`src/rtl/flagofs_pkg.sv`:
```
package flagofs_pkg;

  localparam int NUM_OFS = 4;

  // Register slot indices; the slot order is also the programming order.
  localparam int SLOT_Y1 = 0;
  localparam int SLOT_X1 = 1;
  localparam int SLOT_Y2 = 2;
  localparam int SLOT_X2 = 3;

  typedef struct packed {
    logic                clrAll;   // master reset: clear every slot
    logic                presetA;  // FIFO 1 reset edge with a preset select
    logic                presetB;  // FIFO 2 reset edge with a preset select
    logic [1:0]          sel;      // {fs1,fs0}
    logic [NUM_OFS-1:0]  ldPar;    // one-hot programming load, by slot
  } ofsStrobe_t;

endpackage

```
`src/rtl/flagofs_ctrl.sv`:
```
module flagofs_ctrl
  import flagofs_pkg::*;
(
  input  logic       clk,
  input  logic       rst1N,
  input  logic       rst2N,
  input  logic       fs0,
  input  logic       fs1,
  input  logic       wrEn,
  output ofsStrobe_t strb,
  output logic       divert,
  output logic       protoErr
);

  localparam int LOADS = NUM_OFS;
  localparam int CNT_W = $clog2(LOADS + 1);
  localparam logic [CNT_W-1:0] CNT_DONE = CNT_W'(LOADS);

  logic             prev1, prev2;
  logic             parMode;
  logic [CNT_W-1:0] loadCnt;
  logic             rise1, rise2, masterRst, selLow, enterPar, violate, accept;

  always_comb begin
    rise1     = rst1N & ~prev1;
    rise2     = rst2N & ~prev2;
    masterRst = ~rst1N & ~rst2N;
    selLow    = ~fs0 & ~fs1;
    enterPar  = rise1 & rise2 & selLow;
    divert    = parMode & (loadCnt != CNT_DONE);
    violate   = parMode & ~selLow & rst1N;
    accept    = divert & wrEn & ~violate & ~protoErr & rst1N;
  end

  always_comb begin
    strb.clrAll  = masterRst;
    strb.presetA = rise1 & ~selLow;
    strb.presetB = rise2 & ~selLow;
    strb.sel     = {fs1, fs0};
    for (int i = 0; i < NUM_OFS; i++)
      strb.ldPar[i] = accept && (loadCnt == CNT_W'(i));
  end

  always_ff @(posedge clk) begin
    prev1 <= rst1N;
    prev2 <= rst2N;

    if (enterPar)      parMode <= 1'b1;
    else if (!rst1N)   parMode <= 1'b0;

    if (masterRst)     loadCnt <= CNT_DONE;
    else if (enterPar) loadCnt <= '0;
    else if (accept)   loadCnt <= loadCnt + 1'b1;

    if (masterRst)     protoErr <= 1'b0;
    else if (violate)  protoErr <= 1'b1;
  end

endmodule

```
`src/rtl/flagofs_dp.sv`:
```
module flagofs_dp
  import flagofs_pkg::*;
#(
  parameter int OFS_W     = 13,
  parameter int PRESET_HI = 64,
  parameter int PRESET_MD = 16,
  parameter int PRESET_LO = 8
) (
  input  logic                           clk,
  input  ofsStrobe_t                     strb,
  input  logic [OFS_W-1:0]               wrData,
  output logic [NUM_OFS-1:0][OFS_W-1:0]  ofsBus
);

  logic [OFS_W-1:0] presetVal;

  always_comb begin
    unique case (strb.sel)
      2'b11:   presetVal = OFS_W'(PRESET_HI);
      2'b10:   presetVal = OFS_W'(PRESET_MD);
      2'b01:   presetVal = OFS_W'(PRESET_LO);
      default: presetVal = '0;
    endcase
  end

  for (genvar i = 0; i < NUM_OFS; i++) begin : g_slot
    // Slots 0..1 belong to FIFO 1, slots 2..3 to FIFO 2.
    localparam bit IS_FIFO2 = (i >= NUM_OFS / 2);
    logic presetHit;
    logic [OFS_W-1:0] slotQ;

    assign presetHit = IS_FIFO2 ? strb.presetB : strb.presetA;

    always_ff @(posedge clk) begin
      if (strb.clrAll)        slotQ <= '0;
      else if (presetHit)     slotQ <= presetVal;
      else if (strb.ldPar[i]) slotQ <= wrData;
    end

    assign ofsBus[i] = slotQ;
  end

endmodule

```
`src/rtl/flagofs_top.sv`:
```
module flagofs_top
  import flagofs_pkg::*;
#(
  parameter int OFS_W     = 13,
  parameter int PRESET_HI = 64,
  parameter int PRESET_MD = 16,
  parameter int PRESET_LO = 8
) (
  input  logic             clk,
  input  logic             rst1N,
  input  logic             rst2N,
  input  logic             fs0,
  input  logic             fs1,
  input  logic             wrEn,
  input  logic [OFS_W-1:0] wrData,
  output logic             divert,
  output logic             protoErr,
  output logic [OFS_W-1:0] offX1,
  output logic [OFS_W-1:0] offY1,
  output logic [OFS_W-1:0] offX2,
  output logic [OFS_W-1:0] offY2
);

  ofsStrobe_t                    strb;
  logic [NUM_OFS-1:0][OFS_W-1:0] ofsBus;

  flagofs_ctrl ctrl_i (
    .clk(clk), .rst1N(rst1N), .rst2N(rst2N), .fs0(fs0), .fs1(fs1),
    .wrEn(wrEn), .strb(strb), .divert(divert), .protoErr(protoErr)
  );

  flagofs_dp #(
    .OFS_W(OFS_W), .PRESET_HI(PRESET_HI),
    .PRESET_MD(PRESET_MD), .PRESET_LO(PRESET_LO)
  ) dp_i (
    .clk(clk), .strb(strb), .wrData(wrData), .ofsBus(ofsBus)
  );

  assign offY1 = ofsBus[SLOT_Y1];
  assign offX1 = ofsBus[SLOT_X1];
  assign offY2 = ofsBus[SLOT_Y2];
  assign offX2 = ofsBus[SLOT_X2];

endmodule

```
`config.mk`:
```
export PLATFORM = sky130hd
export DESIGN_NAME = flagofs_top
export DESIGN_NICKNAME = d
export VERILOG_FILES = /design/src/rtl/flagofs_pkg.sv /design/src/rtl/flagofs_ctrl.sv /design/src/rtl/flagofs_dp.sv /design/src/rtl/flagofs_top.sv
export SDC_FILE = /design/constraint.sdc
export NUM_CORES = 1
export LEC_CHECK = 0
export BUFFER_PORTS_ARGS = -buffer_cell sky130_fd_sc_hd__buf_4
export CELL_PAD_IN_SITES_DETAIL_PLACEMENT = 1
export CELL_PAD_IN_SITES_GLOBAL_PLACEMENT = 2
export CORE_MARGIN = 10
export CORE_UTILIZATION = 33
export DETAILED_ROUTE_END_ITERATION = 6
export PLACE_DENSITY_LB_ADDON = 0.1
export SLEW_MARGIN = 20
export SYNTH_ARGS = -nofsm -noshare
export SYNTH_HDL_FRONTEND = slang
export SYNTH_SLANG_ARGS = --single-unit
```
`constraint.sdc`:
```
create_clock -name clk -period 3.91 [get_ports clk]
set_input_delay 0.1955 -clock clk [delete_from_list [all_inputs] [get_ports clk]]
set_output_delay 0.1955 -clock clk [all_outputs]
set_load 0.005 [all_outputs]
```
==> out/qor.csv <==
stage,metric,value,unit
power_and_ir_drop,Pwr per Cell Area,420,nW/um2
sta,final setup fails,0,
global_route,Total GRT Usage,12.7,%
power_and_ir_drop,worst vdd ir,0.000174,V
global_route,global-route wire length before repair,11200,um
placement,Placement Setup Slack,1.54,ns
logic_synthesis,synth unique cells,36,
sta,worst-margin pin slew,0.875,ns
route,iteration-0 DRC count of the detailed router,54,
power_and_ir_drop,Leakage,1.35,nW
sta,RSZ-0062 raised after global routing,false,
worst_setup_path,Critical-path top delay cell,nand4_1,
cells_and_area,area grow syn2layout,32.6,%
worst_setup_path,Worst Path Max Fanout,21,
worst_setup_path,kind of critical path,flop to flop,
floorplan,die height,104,um
clock_network,total clock sinks,59,
clock_network,CTS tree,yes,
sta,final hold violation count,0,
floorplan,core area,6870,um2
clock_network,number of CTS-inserted buffers,9,
sta,final period utilization,60.0,%
clock_network,register clock-pin slew on the reported worst setup and hold paths,0.07,ns
logic_synthesis,top_reg_cell synth,dfxtp_1,
worst_setup_path,CP peak stage delay,0.66,ns
cells_and_area,"commonest non-fill, non-tap cell in the layout",buf_4,
clock_network,clk buf depth,2,
sta,worst rel slew slack,41.7,%
route,ANT nets after route,0,
logic_synthesis,ys async rst share,0,%
global_route,global route total overflow,0,
logic_synthesis,"flops & latches, synth",59,
global_route,vias in the first global route,2031,
placement,IO buf count,72,
min_path,type of the tightest min-delay check,input port to flop,
floorplan,Rows,30,
sta,setup TNS,0,ns
cells_and_area,Final nets,320,
worst_setup_path,CP Capture Type,flop,
route,Post-Route WL,6970,um
sta,achievable frequency,426,MHz
route,DRC,0,
route,via count,1935,
logic_synthesis,Mapped Avg Cell Area,10.4,um2
worst_setup_path,"Req. time, crit path",4.18,ns
floorplan,die width,104,um
logic_synthesis,"Warnings, synthesis",0,
sta,worst setup margin,1.56,ns
clock_network,Root Driver,clkbuf_8,
clock_network,post-CTS sizing,0,
floorplan,Ports,73,
status,status,"complete, no violations",
cells_and_area,most frequent cells in the layout,"buf_4 (73), dfxtp_1 (59), nand2_1 (30)",
placement,GP Congestion,0.753,
cells_and_area,Ant. Diodes,0,
floorplan,starting density of the core,34.3,%
clock_network,hold buffer count at cts,0,
logic_synthesis,"EDFF count, synth",0,
logic_synthesis,"Seq/Total Area, Yosys",50.2,%
route,Avg WL per Cell,17.6,um
job,maximum capacitance violations,0,
logic_synthesis,Syn Inst Count,227,
clock_network,post-CTS repair timing setup buffer count,0,
logic_synthesis,Synth Cell Area,2350,um2
worst_setup_path,worst-path cell chain,inv_1 > ha_1 > a21oi_1 > nand4_1 > nand2_1 > mux2i_1,
global_route,initial antenna violation count,0,
global_route,largest net degree at the start of global routing,26,
placement,DP HPWL,5220,um
clock_network,# H-tree levels,3,
sta,Worst Skew,0.0114,ns
floorplan,die area,10900,um2
cells_and_area,final-layout fill cell count,781,
worst_setup_path,Worst EP arrival,2.62,ns
route,vias per cell,4.87,
logic_synthesis,post-synthesis net count,251,
route,drt pass-1 iters,4,
clock_network,"Clk Latency, worst-skew pair",0.34,ns
cells_and_area,layout cells sized above 1,33.2,%
sta,Slew Limit Fails,0,
worst_setup_path,CP Launch Type,flop,
sta,Final Critical Period,2.35,ns
-- metal layers --
metal  share of wire [%]  track usage [%]
met1                  50             16.5
met2                  44             18.9
met3                 5.1             4.03
met4                 1.5             5.37
met5                   0                0
-- critical path, delay by kind of cell, from the launching register on --
kind / cells / cell delay [ns]
adder cells (fa/ha/maj): 1 / 0.28
AO/OA/AOI/OAI: 1 / 0.22
flip-flops: 1 / 0.37
buffers and inverters: 1 / 0.10
multiplexers: 1 / 0.21
AND/OR/NAND/NOR: 2 / 1.10
-- path summary, 6_finish.rpt --
path	slack, ns	depth (start not counted)	to	start
worst max-delay path	1.56	6	dp_i.g_slot[3].slotQ[6]$_SDFFE_PP0P_	ctrl_i.loadCnt[0]$_SDFFE_PP0P_
worst min-delay path	0.04	1	ctrl_i.prev2$_DFF_P_	rst2N
worst max register to register	1.56	6	dp_i.g_slot[3].slotQ[6]$_SDFFE_PP0P_	ctrl_i.loadCnt[0]$_SDFFE_PP0P_
worst min register to register	0.46	2	dp_i.g_slot[3].slotQ[12]$_SDFFE_PP0P_	dp_i.g_slot[3].slotQ[12]$_SDFFE_PP0P_
-- cell type report --
class | count | area (um2) | share of cell area (%)
well taps | 96 | 120 | 3.85
clock buffers | 9 | 124 | 3.97
repair buffers | 73 | 548 | 17.6
clock inverters | 7 | 77.6 | 2.48
flip-flops and latches | 59 | 1180 | 37.8
multi-input cells | 150 | 1060 | 33.9
inverters | 3 | 11.3 | 0.361
-- power breakdown --
group / internal [mW] / total [mW] / switching (mW)
sequential: 0.617 / 0.627 / 0.0106
combinational: 0.0519 / 0.117 / 0.0654
clock: 0.298 / 0.566 / 0.268
total: 0.967 / 1.31 / 0.344
-- cell families after synthesis --
kind of cell,count (synthesis),synth area share (%)
AO/OA/AOI/OAI,56,19.2
XOR/XNOR,1,0.372
adder cells (fa/ha/maj),5,2.66
buffers and inverters,18,4.84
flip-flops,59,50.2
multiplexers,13,5.53
AND/OR/NAND/NOR,75,17.3
-- cell usage after synthesis, types with 2 or more instances --
library cell | n | area (um2)
mux2i_1 | 13 | 130
clkbuf_1 | 5 | 18.8
o2bb2ai_1 | 26 | 228
a2bb2o_4 | 3 | 60.1
nand3_1 | 12 | 60.1
nor2_1 | 5 | 18.8
o21ai_1 | 4 | 20.0
buf_6 | 5 | 56.3
inv_1 | 3 | 11.3
dfxtp_1 | 59 | 1180
and3_1 | 3 | 18.8
nand2b_1 | 8 | 50.1
o21ai_0 | 9 | 45.0
nor3_1 | 3 | 15.0
nand4_1 | 2 | 12.5
a21oi_1 | 3 | 15.0
nand2_1 | 30 | 113
a31oi_1 | 4 | 25.0
buf_2 | 4 | 20.0
nor2b_1 | 3 | 18.8
a32oi_1 | 3 | 26.3
nand4_4 | 2 | 42.5
ha_1 | 5 | 62.6
-- flip-flops by register name (all words and copies together), names as in the netlist --
name / count
ctrl_i.loadCnt: 3
ctrl_i.parMode: 1
ctrl_i.prev1: 1
ctrl_i.prev2: 1
ctrl_i.protoErr: 1
dp_i.g_slot.slotQ: 52
-- per-stage QoR --
step                      util (%)  total power, mW  area (um2)  hold WS [ns]  cells
final                         45.4             1.31        3120        0.0409    397
after global routing          45.4             1.37        3120        0.0307    397
after CTS                     45.4             1.33        3120        0.0272    397
after detailed placement      42.5            0.761        2920         0.391    381
after global placement        42.5            0.759        2920         0.384    381
after floorplan                  -            0.706        2350         0.223    227
(Power assumes the default switching activity.)
